### config.mk
export PLATFORM = sky130hd
export DESIGN_NAME = dw_pair_seq
export DESIGN_NICKNAME = d
export VERILOG_FILES = /design/src/rtl/dw_seq_pkg.sv /design/src/rtl/dw_ea_gen.sv /design/src/rtl/dw_phase_mux.sv /design/src/rtl/dw_seq_fsm.sv /design/src/rtl/dw_pair_seq.sv
export SDC_FILE = /design/constraint.sdc
export NUM_CORES = 1
export LEC_CHECK = 0
export BUFFER_PORTS_ARGS = -buffer_cell sky130_fd_sc_hd__buf_2
export CORE_MARGIN = 2
export CORE_UTILIZATION = 50
export DETAILED_ROUTE_END_ITERATION = 6
export GPL_ROUTABILITY_DRIVEN = 0
export PLACE_DENSITY = 0.81
export SLEW_MARGIN = 15
export SYNTH_ARGS = -nofsm -noshare
export SYNTH_HDL_FRONTEND = slang
export SYNTH_SLANG_ARGS = --single-unit
### constraint.sdc
create_clock -name clk -period 2.3 [get_ports clk]
set_clock_uncertainty 0.15 [all_clocks]
set_input_delay 0.23 -clock clk [delete_from_list [all_inputs] [get_ports clk]]
set_output_delay 0.23 -clock clk [all_outputs]
set_load 0.01 [all_outputs]
### src/rtl/dw_seq_pkg.sv
package dw_seq_pkg;

    typedef enum logic [2:0] {
        ST_IDLE  = 3'd0,
        ST_ACC0  = 3'd1,
        ST_ACC1  = 3'd2,
        ST_DONE  = 3'd3,
        ST_FAULT = 3'd4
    } seq_state_e;

    typedef enum logic {
        DIR_LOAD  = 1'b0,
        DIR_STORE = 1'b1
    } xfer_dir_e;

    // Decoded view of the current state, produced by the FSM output process.
    typedef struct packed {
        logic idle;
        logic access;
        logic phase;   // 0 = first word, 1 = second word
        logic fin;
        logic fault;
    } seq_flags_t;

endpackage

### src/rtl/dw_ea_gen.sv
module dw_ea_gen #(
    parameter int ADDR_W     = 32,
    parameter int OFF_W      = 16,
    parameter int ALIGN_BITS = 2
) (
    input  logic [ADDR_W-1:0] base,
    input  logic [OFF_W-1:0]  disp,
    output logic [ADDR_W-1:0] ea_lo,
    output logic [ADDR_W-1:0] ea_hi
);
    localparam int EXT_W = ADDR_W - OFF_W;
    localparam int STEP  = 1 << ALIGN_BITS;

    logic [ADDR_W-1:0] disp_ext;
    logic [ADDR_W-1:0] raw_sum;

    assign disp_ext = {{EXT_W{disp[OFF_W-1]}}, disp};
    assign raw_sum  = base + disp_ext;

    generate
        if (ALIGN_BITS > 0) begin : g_align
            assign ea_lo = {raw_sum[ADDR_W-1:ALIGN_BITS], {ALIGN_BITS{1'b0}}};
        end else begin : g_noalign
            assign ea_lo = raw_sum;
        end
    endgenerate

    assign ea_hi = ea_lo + ADDR_W'(STEP);

endmodule

### src/rtl/dw_phase_mux.sv
module dw_phase_mux #(
    parameter int ADDR_W = 32,
    parameter int REG_W  = 5
) (
    input  dw_seq_pkg::xfer_dir_e dir,
    input  logic                  phase,
    input  logic [REG_W-1:0]      pair_reg,
    input  logic [ADDR_W-1:0]     ea_lo,
    input  logic [ADDR_W-1:0]     ea_hi,
    output logic [ADDR_W-1:0]     acc_addr,
    output logic [REG_W-1:0]      acc_reg
);
    import dw_seq_pkg::*;

    logic [REG_W-1:0] odd_reg;
    logic             low_word;

    assign odd_reg = {pair_reg[REG_W-1:1], 1'b1};

    // Load walks low word then high word; store walks high then low.
    always_comb begin
        low_word = (dir == DIR_LOAD) ? ~phase : phase;
        acc_addr = low_word ? ea_lo : ea_hi;
        acc_reg  = low_word ? odd_reg : pair_reg;
    end

endmodule

### src/rtl/dw_seq_fsm.sv
module dw_seq_fsm (
    input  logic                   clk,
    input  logic                   rst_n,
    input  logic                   cmd_valid,
    input  logic                   cmd_odd,
    input  logic                   mem_ack,
    output dw_seq_pkg::seq_flags_t flags,
    output logic                   accept
);
    import dw_seq_pkg::*;

    seq_state_e state, state_nx;

    assign accept = cmd_valid && (state == ST_IDLE);

    always_ff @(posedge clk or negedge rst_n) begin
        if (!rst_n) state <= ST_IDLE;
        else        state <= state_nx;
    end

    always_comb begin
        state_nx = state;
        unique case (state)
            ST_IDLE:  if (accept) state_nx = cmd_odd ? ST_FAULT : ST_ACC0; // reject / accept
            ST_ACC0:  if (mem_ack) state_nx = ST_ACC1;                    // first-ack
            ST_ACC1:  if (mem_ack) state_nx = ST_DONE;                    // second-ack
            ST_DONE:  state_nx = ST_IDLE;                                 // retire
            ST_FAULT: state_nx = ST_IDLE;                                 // clear
            default:  state_nx = ST_IDLE;
        endcase
    end

    always_comb begin
        flags = '0;
        unique case (state)
            ST_IDLE:  flags.idle = 1'b1;
            ST_ACC0:  flags.access = 1'b1;
            ST_ACC1:  begin flags.access = 1'b1; flags.phase = 1'b1; end
            ST_DONE:  flags.fin = 1'b1;
            ST_FAULT: flags.fault = 1'b1;
            default:  flags = '0;
        endcase
    end

    // completion lasts a single cycle
    p_done_single_r6: assert property (@(posedge clk) disable iff (!rst_n)
        flags.fin |=> !flags.fin);
    // completion only follows an acknowledged second access
    p_done_after_ack_r6: assert property (@(posedge clk) disable iff (!rst_n)
        $rose(flags.fin) |-> $past(mem_ack));
    // fault state leaves immediately
    p_fault_single_r5: assert property (@(posedge clk) disable iff (!rst_n)
        flags.fault |=> flags.idle);

endmodule

### src/rtl/dw_pair_seq.sv
module dw_pair_seq #(
    parameter int ADDR_W = 32,
    parameter int DATA_W = 32,
    parameter int OFF_W  = 16,
    parameter int REG_W  = 5
) (
    input  logic              clk,
    input  logic              rst_n,
    input  logic              cmd_valid,
    input  logic              cmd_store,
    input  logic [ADDR_W-1:0] cmd_base,
    input  logic [OFF_W-1:0]  cmd_disp,
    input  logic [REG_W-1:0]  cmd_reg,
    output logic              cmd_ready,
    output logic              mem_req,
    output logic              mem_we,
    output logic [ADDR_W-1:0] mem_addr,
    output logic [DATA_W-1:0] mem_wdata,
    input  logic              mem_ack,
    input  logic [DATA_W-1:0] mem_rdata,
    output logic [REG_W-1:0]  rf_rd_idx,
    input  logic [DATA_W-1:0] rf_rd_data,
    output logic              rf_wr_en,
    output logic [REG_W-1:0]  rf_wr_idx,
    output logic [DATA_W-1:0] rf_wr_data,
    output logic              done,
    output logic              illegal,
    output logic              ld_pend,
    output logic [REG_W-1:0]  ld_pend_reg
);
    import dw_seq_pkg::*;

    localparam int ALIGN_BITS = $clog2(DATA_W / 8);

    seq_flags_t        flags;
    logic              accept;
    logic [ADDR_W-1:0] ea_lo_c, ea_hi_c;
    logic [ADDR_W-1:0] ea_lo_q, ea_hi_q;
    xfer_dir_e         dir_q;
    logic [REG_W-1:0]  reg_q;
    logic [REG_W-1:0]  acc_reg;

    dw_ea_gen #(.ADDR_W(ADDR_W), .OFF_W(OFF_W), .ALIGN_BITS(ALIGN_BITS)) u_ea (
        .base  (cmd_base),
        .disp  (cmd_disp),
        .ea_lo (ea_lo_c),
        .ea_hi (ea_hi_c)
    );

    dw_seq_fsm u_fsm (
        .clk       (clk),
        .rst_n     (rst_n),
        .cmd_valid (cmd_valid),
        .cmd_odd   (cmd_reg[0]),
        .mem_ack   (mem_ack),
        .flags     (flags),
        .accept    (accept)
    );

    always_ff @(posedge clk or negedge rst_n) begin
        if (!rst_n) begin
            ea_lo_q <= '0;
            ea_hi_q <= '0;
            dir_q   <= DIR_LOAD;
            reg_q   <= '0;
        end else if (accept) begin
            ea_lo_q <= ea_lo_c;
            ea_hi_q <= ea_hi_c;
            dir_q   <= cmd_store ? DIR_STORE : DIR_LOAD;
            reg_q   <= cmd_reg;
        end
    end

    dw_phase_mux #(.ADDR_W(ADDR_W), .REG_W(REG_W)) u_mux (
        .dir      (dir_q),
        .phase    (flags.phase),
        .pair_reg (reg_q),
        .ea_lo    (ea_lo_q),
        .ea_hi    (ea_hi_q),
        .acc_addr (mem_addr),
        .acc_reg  (acc_reg)
    );

    assign cmd_ready   = flags.idle;
    assign mem_req     = flags.access;
    assign mem_we      = flags.access && (dir_q == DIR_STORE);
    assign mem_wdata   = rf_rd_data;
    assign rf_rd_idx   = acc_reg;
    assign rf_wr_en    = flags.access && mem_ack && (dir_q == DIR_LOAD);
    assign rf_wr_idx   = acc_reg;
    assign rf_wr_data  = mem_rdata;
    assign done        = flags.fin;
    assign illegal     = flags.fault;
    assign ld_pend     = (flags.access || flags.fin) && (dir_q == DIR_LOAD);
    assign ld_pend_reg = reg_q;

    // an outstanding request holds its address until acknowledged
    p_req_hold_r4: assert property (@(posedge clk) disable iff (!rst_n)
        (mem_req && !mem_ack) |=> (mem_req && $stable(mem_addr)));
    // requests are always word aligned
    p_addr_align_r1: assert property (@(posedge clk) disable iff (!rst_n)
        mem_req |-> (mem_addr[ALIGN_BITS-1:0] == '0));
    // an illegal command produces no traffic
    p_fault_quiet_r5: assert property (@(posedge clk) disable iff (!rst_n)
        illegal |-> (!mem_req && !rf_wr_en));
    // ready and a request never coexist
    p_ready_quiet_r7: assert property (@(posedge clk) disable iff (!rst_n)
        cmd_ready |-> !mem_req);
    // a pending load never drives a write access
    p_pend_load_r8: assert property (@(posedge clk) disable iff (!rst_n)
        ld_pend |-> !mem_we);
    // a register write is tied to an acknowledged request
    p_wr_on_ack_r2: assert property (@(posedge clk) disable iff (!rst_n)
        rf_wr_en |-> (mem_req && mem_ack));

endmodule

Word level (Yosys, flattened, before mapping)
Index checks and enable logic that the tools add are counted.
{"block": "totals", "reg_bits": 71, "latchBits": 0, "mem_bits_rw": 0, "mem_bits_ro": 0, "inputBits": 122, "out_inout_bits": 118, "word_cells": 39, "n_memories": 0}
{"block": "classes", "add_sub_neg": 2, "multipliers": 0, "div_mod_pow": 0, "magnitude_cmp": 0, "eq_ne": 7, "n_shift": 0, "n_mux": 14, "bitwise_logic": 2, "reduce_logical": 9}
{"cell": "$add A32 B3 Y32 const B", "n": 1}
{"cell": "$add A32 B32 Y32", "n": 1}
{"cell": "$mux W32", "n": 1}
{"cell": "$mux W3", "n": 4}
{"cell": "$pmux W3 S3", "n": 1}
{"cell": "$mux W1", "n": 8}
{"cell": "$eq A3 B2 Y1 const B", "n": 2}
{"cell": "$ne A2 B2 Y1 const B", "n": 3}
{"cell": "$logic_and A1 B1 Y1", "n": 5}
{"cell": "$eq A3 B1 Y1 const B", "n": 1}
{"cell": "$eq A3 B3 Y1 const B", "n": 1}
{"cell": "$logic_not A3 Y1", "n": 1}
{"cell": "$reduce_and A3 Y1", "n": 1}
{"cell": "$not A1 Y1", "n": 2}
{"cell": "$reduce_or A2 Y1", "n": 1}
{"cell": "$logic_or A1 B1 Y1", "n": 1}

Logic depth before layout (Yosys ltp)
Gate-level depths: netlist of the first run.
{"block": "depth", "word_depth": 5, "depth_mapped": 13, "mapped_depth_nobuf": 11}

Hierarchy
From an unflattened synthesis of the first run, not the netlist that was laid out.
{"block": "hier_totals", "hier_cells": 616, "hier_area_um2": 6750.2}
{"mod": "dw_pair_seq", "instances": 1, "cells_per_inst": 220, "area_each_um2": 3497.1, "seq_area_each_um2": 1751.7}
{"mod": "dw_ea_gen", "instances": 1, "cells_per_inst": 337, "area_each_um2": 2617.5, "seq_area_each_um2": 0.0}
{"mod": "dw_phase_mux", "instances": 1, "cells_per_inst": 41, "area_each_um2": 446.7, "seq_area_each_um2": 0.0}
{"mod": "dw_seq_fsm", "instances": 1, "cells_per_inst": 18, "area_each_um2": 188.9, "seq_area_each_um2": 75.1}

Worst setup path after synthesis of the first run
OpenSTA, ideal clock, no wires.
{"block": "synth_path", "path_kind": "input to register", "startpoint": "input port cmd_base[5]", "endpoint": "register ea_hi_q[24]", "setup_time_ps": 82, "arrival_ps": 3020, "required_time_ps": 2068, "path_slack_ps": -952, "stages": 12, "n_path_buf": 2, "cell_sequence": "ha_1 > buf_6 > a21oi_1 > o21a_2 > o211a_1 > buf_6 > o211ai_2 > or3b_4 > nor4b_4 > nand4_2 > or4_1 > a31oi_1"}
{"block": "synth_between", "elab_chain_len": 2}
{"item": "from (decl)", "line_no": "dw_pair_seq.sv:11", "source": "input logic [ADDR_W-1:0] cmd_base,"}
{"item": "$add A32 B32 Y32", "line_no": "dw_ea_gen.sv:18", "source": "assign raw_sum = base + disp_ext;"}
{"item": "$add A32 B3 Y32", "line_no": "dw_ea_gen.sv:28", "source": "assign ea_hi = ea_lo + ADDR_W'(STEP);"}
{"item": "to (signal assigned)", "line_no": "dw_pair_seq.sv:68", "source": "ea_hi_q <= ea_hi_c;"}
{"item": "to (decl)", "line_no": "dw_pair_seq.sv:38", "source": "logic [ADDR_W-1:0] ea_lo_q, ea_hi_q;"}
Every way passes these cells.
A chain may end at the register's enable or synchronous reset.

Worst setup path after layout of the first run
{"block": "layout_path", "startpoint": "input port cmd_base[2]", "endpoint": "register ea_hi_q[23]"}
The elaborated chain is that of the path after synthesis.

==> metrics.md, run 1 <==
| Metric | Value |
|---|---|
| Setup TNS | -15.93 ns |
| Max-slew headroom | 43.4% |
| Worst path slowest cell | nor4_2 |
| CTS Buf Count | 9 |
| Crit path DAT | 3.23 ns |
| Placed Instances | 1107 |
| CTS clk-pin slew, worst paths | 0.06 ns |
| Required time of the critical path | 2.39 ns |
| Most frequent cells in the layout | buf_4, nand2_1, buf_2, dfrtp_1, buf_6 |
| Mapped Area | 6250 um^2 |
| Met1 WL | 9.53 mm |
| Uppermost layer routed | met4 |
| Vias in the first global route | 7060 |
| CTS tree | done |
| Critical Path Max Stage Delay | 0.51 ns |
| WL final | 28.4 mm |
| ANT cells | 0 |
| Worst-path cell chain | buf_8 -> ha_4 -> o21ai_4 -> buf_4 -> a22oi_2 -> buf_4 -> nand2_1 -> nand2_2 -> xnor2_4 -> buf_4 -> nor4_2 -> and4_4 -> nand4_1 -> a31oi_1 |
| Final WS setup | -0.840 ns |
| Vias | 7754 |
| Die X | 116 um |
| # setup viols final | 41 |
| Area of the core | 12100 um^2 |
| Slew Limit Fails | 0 |
| Power Total | 10.4 mW |
| Max FO, Critical Path | 6 |
| Nets@finish | 1145 |
| Final period util | 137% |
| Setup CP Type | in2reg |
| Placed wire-length estimate | 14.1 mm |
| YS warnings | 0 |
| Top delay family on crit path | simple AND/OR/NAND/NOR gates |
| Largest family of logic cells by synthesized area | simple AND/OR/NAND/NOR gates |
| Unrepaired setup endpoints after global routing | true |
| Grt total ovfl | 0 |
| DRC | 0 |
| Worst skew pair latency | 0.32 ns |
| Seq/Total Area, Yosys | 27.6% |
| Synth Area in Simple Gates | 23.2% |
| CP endpoint kind | flop |
| Die Y | 116 um |
| Pwr per Cell Area | 1040 nW/um^2 |
| Worst slew pin tran | 0.828 ns |
| FMAX | 0.319 GHz |
| Flops & latches, synth | 69 |
| Commonest non-fill, non-tap cell in the layout | buf_4 |
| Post-DR vias/cell | 6.66 |
| # IOs | 240 |
| Number of I/O port buffers | 109 |
| Leakage Power | 4.56 nW |
| Largest net degree at the start of global routing | 46 |
| Mux contribution to synthesized area | 6.45% |
| Total track usage | 33.3% |
| Async S/R FF share, synth | 100% |
| Mean post-synth cell area | 8.20 um^2 |
| WP buf/inv | 4 |
| Met3 WL post-DR | 3.17 mm |
| Non-Filler Instances | 1164 |
| Core Rows | 40 |
| Main synth FF type | dfrtp_1 |
| Largest cells by area after synthesis | dfrtp_1, buf_4, nand2_1, ha_1, mux2_2 |
| Initial Utilization | 51.6% |
| EDFF count, synth | 0 |
| Iter 0 DRT Violations | 1007 |
| Clock Path Buffers | 2 |
| Compound-gate portion of the synthesized area | 19.6% |
| Adder-cell area share of the yosys netlist | 6.21% |
| Most used cell, CP | buf_4 |
| DRT antenna net count | 0 |
| First-pass GRT wire length | 35.3 mm |
| Worst min-delay path class | in2reg |
| Synth Area in XOR/XNOR | 5.05% |
| Final hold vios | 0 |
| Area grow syn2layout | 59.6% |
| Pre-Repair DR Iteration Count | 6 |
| Post-DR wirelength/cell | 24.4 um |
| Element type at the critical path start | input pin |
| Crit path time final | 3.14 ns |
| Synth Instances | 762 |
| Antenna violations before repair | 1 |
| Max Cap Viol | 0 |
| Violated checks | negative setup slack |
| Post-synth top area share | 27.6% |
| Place WS | -1.08 ns |
| Die area | 13400 um^2 |
| Area leader, netlist | dfrtp_1 |
| Clock sink total | 69 |
| Outcome | complete, but fails checks |
| Unique masters post-synth | 71 |
| Detailed route wirelength on metal2 | 13.1 mm |
| Root Buffer | clkbuf_16 |
| H-tree depth | 3 |
| VDD IR max | 626 uV |
| Layout cells sized above 1 | 53.8% |
-- stage by stage --
stage,utilization [%],hold WS (ns),area (um^2)
finish,82.3,0.0233,9970
detailed placement,66.8,0.105,8090
global placement,66.8,0.109,8090
global route,82.3,0.0456,9970
CTS,76.9,0.0158,9310
floorplan,-,-0.216,6740
-- cells in the mapped netlist (all sizes together), types with 3 or more instances --
cell type,count
nand2,121
buf,84
dfrtp,69
o21ai,57
nor2,42
mux2,34
a21oi,31
ha,31
clkbuf,25
xnor2,21
nor3,20
nand3,18
nand4,17
a21o,15
xor2,15
and2,14
a211oi,10
o21a,9
or2,8
nor4,7
o21bai,7
a31oi,6
and3,6
and4,6
nand2b,6
o31ai,6
or3,6
a211o,5
o211ai,5
or4,5
a41oi,4
inv,4
nand3b,4
nor4b,4
a2111oi,3
a21boi,3
a22oi,3
a31o,3
nor2b,3
-- final timing paths --
kind | startpoint | to | slack, ns | cells past startpoint
setup / recovery | cmd_base[2] | ea_hi_q[23] | -0.84 | 14
hold / removal | cmd_reg[0] | u_fsm.state[0] | 0.02 | 3
setup reg to reg | u_fsm.state[0] | ea_hi_q[23] | -0.14 | 7
hold reg to reg | ea_hi_q[3] | ea_hi_q[3] | 0.33 | 2
max in group asynchronous | rst_n | u_fsm.state[0] | 0.99 | 3
min in group asynchronous | rst_n | ea_hi_q[8] | 0.32 | 2
-- routing by layer --
| layer | vias to the layer above | global-route usage (%) |
|---|---|---|
| li1 | 3133 | - |
| met1 | 3554 | 38.7 |
| met5 | - | 0 |
| met4 | 0 | 18.3 |
| met2 | 778 | 58.8 |
| met3 | 289 | 5.07 |
-- power by group --
part | internal [mW] | switching, mW
Sequential | 1.80 | 0.485
Clock | 0.751 | 0.522
Combinational | 3.48 | 3.37
-- tightest hold or removal path, stage by stage --
cell      delay [ns]
buf_2           0.08
nand2b_1        0.09
a211oi_1        0.06
-- cell families (layout without fill, tap and decap cells) --
group / count (synthesis) / in the layout
AO/OA/AOI/OAI: 184 / 184
XOR/XNOR: 36 / 36
adder cells (fa/ha/maj): 31 / 31
buffers and inverters: 113 / 346
flip-flops: 69 / 69
multiplexers: 36 / 36
other: 1 / 2
AND/OR/NAND/NOR: 292 / 292
-- cell type report --
| cell class | count | area [um^2] |
|---|---|---|
| multi-input combinational | 581 | 5150 |
| clock buffer | 13 | 250 |
| fill | 611 | 2140 |
| timing repair buffer | 327 | 2610 |
| inverter | 4 | 15.0 |
| clock inverter | 2 | 10.0 |
| sequential | 69 | 1730 |
| tap | 168 | 210 |
-- what timing repair did --
action,in CTS,in global routing
hold buffers,6,0
cloned,2,1
buffers inserted,18,21
pin swaps,67,47
gates resized for setup,147,116
setup endpoints to repair,62,88
endpoints found under the hold margin,29,0
Note: power is estimated with default switching activity, not from simulation.
==> inputs of run 2 (changes only) <==
- PLACE_DENSITY: 0.81 -> 0.78
==> run 2 against run 1 <==
Effect of this change: the run still ends with negative setup slack left; final cell count is 0.69% higher; combinational power is 4.5% higher; worst hold slack better by 0.014 ns; critical path depth is 1 higher; register-to-register slack better by 0.04 ns; sequential cell count stayed put; total power is 4.2% higher; cell area is 1.4% higher; die area stayed put; wire length is 0.36% lower; fmax is 6.9% lower; sequential share of layout area is 0.28 points lower; largest power group unchanged.
==> metrics.md, run 2 (same netlist as run 1, synthesis figures left out) <==
| Metric | Value |
|---|---|
| Outcome | complete, but fails checks |
| Violated checks | negative setup slack |
| CTS clk-pin slew, worst paths | 0.06 ns (about the same) |
| Worst path slowest cell | nor4b_4 |
| Worst min-delay path class | in2reg |
| Placed wire-length estimate | 14.6 mm (+3.9%) |
| Iter 0 DRT Violations | 795 (-21%) |
| Worst-path cell chain | buf_2 -> ha_4 -> nand4_1 -> buf_4 -> nor3_1 -> buf_4 -> nand2_1 -> nand2_2 -> buf_4 -> o311ai_2 -> nor4b_4 -> nand4_1 -> buf_4 -> o21bai_1 -> a31oi_1 |
| R2R Path End | ea_hi_q[27] |
| Core Rows | 40 (unchanged) |
| Initial Utilization | 51.6% (unchanged) |
| Crit path DAT | 3.41 ns (+0.18 ns) |
| Commonest non-fill, non-tap cell in the layout | buf_4 |
| Worst skew pair latency | 0.33 ns (about the same) |
| Setup CP Type | in2reg |
| Layout cells sized above 1 | 54.8% (+0.97 points) |
| Clock sink total | 69 (unchanged) |
| Final hold vios | 0 (unchanged) |
| Die area | 13400 um^2 (unchanged) |
| CTS tree | done |
| HP Start | cmd_reg[0] |
| Register area | 1730 um^2 (-0.22%) |
| Post-DR vias/cell | 6.64 (-0.26%) |
| Required time of the critical path | 2.34 ns (-0.05 ns) |
| Vias in the first global route | 7114 (+0.76%) |
| VDD IR max | 477 uV (-24%) |
| Slew Limit Fails | 0 (unchanged) |
| Multi-input gate area | 5090 um^2 (-1.0%) |
| FMAX | 0.297 GHz (-6.9%) |
| Element type at the critical path start | input pin |
| Total track usage | 33.3% (+0.048 points) |
| # setup viols final | 49 (+20%) |
| Pre-Repair DR Iteration Count | 5 (-1) |
| Reg2reg path depth | 8 (+1) |
| Worst reg2reg setup slack | -0.10 ns (+0.04 ns) |
| Nets@finish | 1152 (+0.61%) |
| ANT cells | 0 (unchanged) |
| Setup TNS | -18.67 ns (-2.74 ns) |
| Max FO, Critical Path | 4 (-2) |
| Max Cap Viol | 0 (unchanged) |
| Grt total ovfl | 0 (unchanged) |
| WP buf/inv | 5 (+1) |
| Area grow syn2layout | 61.8% |
| Die Y | 116 um (unchanged) |
| Hold endpoint | u_fsm.state[0] |
| DRT antenna net count | 0 (unchanged) |
| Vias | 7787 (+0.43%) |
| Final WS setup | -1.07 ns (-0.233 ns) |
| Top delay family on crit path | simple AND/OR/NAND/NOR gates |
| Leakage Power | 4.64 nW (+1.7%) |
| Worst slew pin tran | 0.966 ns (+0.138 ns) |
| CTS Buf Count | 9 (unchanged) |
| # IOs | 240 (unchanged) |
| Die X | 116 um (unchanged) |
| Root Buffer | clkbuf_16 |
| H-tree depth | 3 (unchanged) |
| Area of the core | 12100 um^2 (unchanged) |
| Critical Path Max Stage Delay | 0.45 ns (-0.06 ns) |
| DRC | 0 (unchanged) |
| Final Core Density | 83.5% (+1.1 points) |
| Largest net degree at the start of global routing | 73 (+59%) |
| Number of I/O port buffers | 109 (unchanged) |
| Fillers | 591 (-3.3%) |
| Post-DR wirelength/cell | 24.2 um (-1.0%) |
| Most frequent cells in the layout | buf_4, nand2_1, dfrtp_1, buf_2, buf_6 |
| Unrepaired setup endpoints after global routing | true |
| First-pass GRT wire length | 35.4 mm (+0.41%) |
| WL final | 28.3 mm (-0.36%) |
| Final period util | 147% (+10 points) |
| Clock Path Buffers | 2 (unchanged) |
| Pwr per Cell Area | 1070 nW/um^2 (+2.8%) |
| CP endpoint kind | flop |
| Reg-to-Reg Start | u_fsm.state[0] |
| Antenna violations before repair | 0 (-1) |
| Most used cell, CP | buf_4 |
| Hold Crit Depth | 3 (unchanged) |
| Max-slew headroom | 34.9% (-8.4 points) |
| Crit path time final | 3.37 ns (+0.233 ns) |
-- run 2: cell count changes in the layout (fill, tap and decap cells not counted), sizes merged --
cell | before | now
clkbuf | 14 | 13
bufinv | 0 | 1
clkinv | 2 | 1
clkinvlp | 0 | 1
buf | 320 | 328
-- run 2: layer usage --
metal	global-route usage, %	share of wire (%)	vias up
met5	0	0	-
met4	16.1	8.4	0
met3	5.86	12	285
met2	59.1	47	748
met1	39.0	33	3608
li1	-	-	3146
-- run 2: layout make-up --
| cell class | instances | share of cell area (%) |
|---|---|---|
| Clock buffer | 13 | 2.67 |
| Clock inverter | 3 | 0.421 |
| Inverter | 4 | 0.149 |
| Multi-Input combinational cell | 581 | 50.4 |
| Sequential cell | 69 | 17.1 |
| Tap cell | 168 | 2.08 |
| Timing Repair Buffer | 334 | 27.2 |
-- run 2: repair_timing --
action | CTS | global route
gates resized for setup | 136 | 135
cloned | 1 | 0
endpoints found under the hold margin | 21 | 0
pin swaps | 46 | 63
buffers inserted | 15 | 19
hold buffers | 6 | 0
setup endpoints to repair | 62 | 64
-- run 2: power by group --
group | internal (mW) | switching, mW | leakage, nW
logic | 3.77 | 3.40 | 3.65
registers | 1.80 | 0.431 | 0.844
clock network | 0.927 | 0.526 | 0.152
total | 6.49 | 4.35 | 4.64
-- run 2: through the flow --
step           instances  total power [mW]  setup slack (ns)  cell area [um^2]  hold slack (ns)
6_report            1172              10.8             -1.07             10100           0.0372
5_1_grt             1172              11.2             -1.11             10100           0.0506
4_1_cts             1158              9.63            -0.575              9360           0.0370
3_5_place_dp        1120              6.86            -0.997              8220           0.0319
3_3_place_gp        1120              6.67            -0.871              8220           0.0276
2_1_floorplan        763              5.07            -0.760              6740           -0.216
-- run 2: how the worst max path moves through the flow --
stage | startpoint | endpoint | slack [ns] | cells after the start
after floorplan | cmd_disp[1] | ea_hi_q[24] | -0.76 | 10
after global placement | cmd_disp[1] | ea_hi_q[27] | -0.87 | 11
after detailed placement | cmd_disp[1] | ea_hi_q[30] | -1.0 | 13
after CTS | cmd_disp[1] | ea_hi_q[27] | -0.57 | 11
after global routing | cmd_base[6] | ea_hi_q[23] | -1.11 | 15
final | cmd_base[6] | ea_hi_q[23] | -1.07 | 15
-- run 2: worst reg2reg max path, stage by stage, from the launching register on --
cell and delay (ns):
dfrtp_1 0.37, buf_4 0.13, buf_4 0.14, nor3_1 0.32, and2_1 0.44, buf_4 0.24, and2_1 0.12, and4_1 0.25
a211o_1 0.16
==> inputs of run 3 (changes only) <==
- SETUP_SLACK_MARGIN: not set -> 0.05
==> run 3 against run 2 <==
Effect of this change: the run still ends with negative setup slack left; first-iteration DRC count rose by 36%; critical path depth fell by 3; combinational power rose by 0.8%; wire length rose by 6.3%; final cell count rose by 0.26%; setup slack improved by 0.14 ns; count of clock-buffer cells in the layout fell by 2; sequential cell count did not move; highest routed layer unchanged.
==> metrics.md, run 3 (same netlist as run 1, synthesis figures left out) <==
| Metric | Value |
|---|---|
| Outcome | complete, but fails checks |
| Violated checks | negative setup slack |
| Element type at the critical path start | input pin |
| Setup CP Type | in2reg |
| Max FO, Critical Path | 4 (unchanged) |
| Clock sink total | 69 (unchanged) |
| Crit path DAT | 3.33 ns (-0.08 ns) |
| Layout cells sized above 1 | 56.2% (+1.4 points) |
| ANT cells | 0 (unchanged) |
| Most frequent cells in the layout | buf_4, nand2_1, buf_2, dfrtp_1, buf_6 |
| Reg2reg path depth | 6 (-2) |
| Power Total | 10.9 mW (+0.83%) |
| Iter 0 DRT Violations | 1083 (+36%) |
| Reg-to-Reg Start | u_fsm.state[0] |
| Antenna violations before repair | 0 (unchanged) |
| Worst slew pin tran | 0.824 ns (-0.142 ns) |
| Largest net degree at the start of global routing | 53 (-27%) |
| Placed Instances | 1117 (-0.27%) |
| Total track usage | 38.0% (+4.7 points) |
| HP Start | mem_ack |
| Final Core Density | 83.6% (+0.12 points) |
| Final hold vios | 0 (unchanged) |
| Leakage Power | 4.65 nW (+0.15%) |
| Non-Filler Instances | 1175 (+0.26%) |
| Post-DR vias/cell | 6.79 (+2.1%) |
| Required time of the critical path | 2.39 ns (+0.05 ns) |
| DRC | 0 (unchanged) |
| Pre-Repair DR Iteration Count | 6 (+1) |
| VDD IR max | 601 uV (+26%) |
| Nets@finish | 1155 (+0.26%) |
| Vias | 7974 (+2.4%) |
| Commonest non-fill, non-tap cell in the layout | buf_4 |
| Max-slew headroom | 43.7% (+8.7 points) |
| Max Cap Viol | 0 (unchanged) |
| Core Rows | 40 (unchanged) |
| First-pass GRT wire length | 39.7 mm (+12%) |
| # IOs | 240 (unchanged) |
| Unrepaired setup endpoints after global routing | true |
| Die area | 13400 um^2 (unchanged) |
| Vias in the first global route | 7461 (+4.9%) |
| Worst reg2reg setup slack | -0.04 ns (+0.06 ns) |
| Area of the core | 12100 um^2 (unchanged) |
| Grt total ovfl | 0 (unchanged) |
| CTS tree | done |
| Placed wire-length estimate | 15.1 mm (+3.1%) |
| FMAX | 0.309 GHz (+4.3%) |
| Number of I/O port buffers | 109 (unchanged) |
| Fillers | 556 (-5.9%) |
| Initial Utilization | 51.6% (unchanged) |
| Post-route cell area | 10100 um^2 (+0.15%) |
| Hold Crit Depth | 3 (unchanged) |
| Final period util | 141% (-6.1 points) |
| Pwr per Cell Area | 1080 nW/um^2 (+0.68%) |
| R2R Path End | ea_lo_q[7] |
| Post-DR wirelength/cell | 25.6 um (+6.0%) |
| H-tree depth | 3 (unchanged) |
| Die X | 116 um (unchanged) |
| CTS clk-pin slew, worst paths | 0.06 ns (about the same) |
| Worst skew pair latency | 0.33 ns (about the same) |
| # setup viols final | 62 (+27%) |
| CTS Buf Count | 9 (unchanged) |
| Root Buffer | clkbuf_16 |
| Hold endpoint | u_fsm.state[1] |
| WL final | 30.1 mm (+6.3%) |
| Slew Limit Fails | 0 (unchanged) |
| Worst min-delay path class | in2reg |
| Crit path time final | 3.23 ns (-0.140 ns) |
| DP Area | 8160 um^2 (-0.76%) |
| Final WS setup | -0.932 ns (+0.140 ns) |
| Area grow syn2layout | 62.1% |
| Die Y | 116 um (unchanged) |
| Place WS | -1.03 ns (-0.0293 ns) |
| DRT antenna net count | 0 (unchanged) |
| Clock Path Buffers | 2 (unchanged) |
| CP endpoint kind | flop |
==> run 3: changes by cell type in the layout (fill, tap and decap cells not counted), moves of 3 or more <==
cell,change
nor2_4,+3
nor3_2,+3
dfrtp_1,-3
nor3_1,-4
xnor2_1,-3
nor2_2,-4
clkinv_2,+3
o21ai_0,-8
buf_6,-7
o21ai_2,+4
buf_2,+5
buf_4,+9
dfrtp_2,+3
buf_12,-5
==> run 3: area by class of cell <==
| class | count | area, um^2 | share of cell area (%) |
|---|---|---|---|
| multi-input cells | 581 | 5200 | 51.3 |
| repair buffers | 337 | 2680 | 26.4 |
| flip-flops and latches | 69 | 1730 | 17.1 |
| clock buffers | 11 | 243 | 2.40 |
| well taps | 168 | 210 | 2.08 |
| clock inverters | 5 | 50.0 | 0.494 |
| inverters | 4 | 15.0 | 0.148 |
==> run 3: how the worst max path moves through the flow <==
stage | from | to | slack, ns | cells after the start
floorplan | cmd_disp[1] | ea_hi_q[24] | -0.76 | 10
global placement | cmd_base[1] | ea_hi_q[27] | -0.92 | 12
detailed placement | cmd_disp[1] | ea_hi_q[27] | -1.03 | 12
CTS | cmd_disp[1] | ea_hi_q[24] | -0.58 | 11
global route | cmd_disp[1] | ea_hi_q[28] | -0.89 | 13
finish | cmd_disp[1] | ea_hi_q[24] | -0.93 | 12
==> run 3: stage by stage <==
step / hold WS [ns] / TNS [ns]
3_5_place_dp: 0.155 / -26.15
2_1_floorplan: -0.216 / -11.09
5_1_grt: 0.0626 / -20.67
6_report: 0.0513 / -18.52
3_3_place_gp: 0.157 / -22.47
4_1_cts: 0.0205 / -10.21
==> run 3: what timing repair did <==
item                                    in CTS  in global routing
setup buffers                               19                 21
gates cloned                                 3                  0
pin swaps                                   44                 47
endpoints found under the hold margin       33                  0
endpoints found under the setup margin      66                 89
gates resized for setup                    200                 92
hold buffers                                 6                  0
==> run 3: routing by layer <==
layer  global-route usage, %  up-vias  share of wire, %
met5                       0        -                 0
met4                    22.2        0               9.7
met3                    7.90      302                12
met2                    65.5      872                45
met1                    43.7     3644                33
li1                        -     3156                 -
==> run 3: power by group <==
group / switching [mW] / internal, mW / total [mW]
Combinational: 3.53 / 3.69 / 7.22
Clock: 0.564 / 0.863 / 1.43
Sequential: 0.487 / 1.80 / 2.29
==> run 3: critical path: stages <==
cell and delay (ns):
buf_6 0.10, ha_4 0.27, a31oi_4 0.09, buf_4 0.16
a221o_1 0.38, o2111ai_2 0.25, o211ai_4 0.10, or3b_4 0.41
nor4b_4 0.40, nand4_2 0.20, or4_1 0.53, a31oi_1 0.21
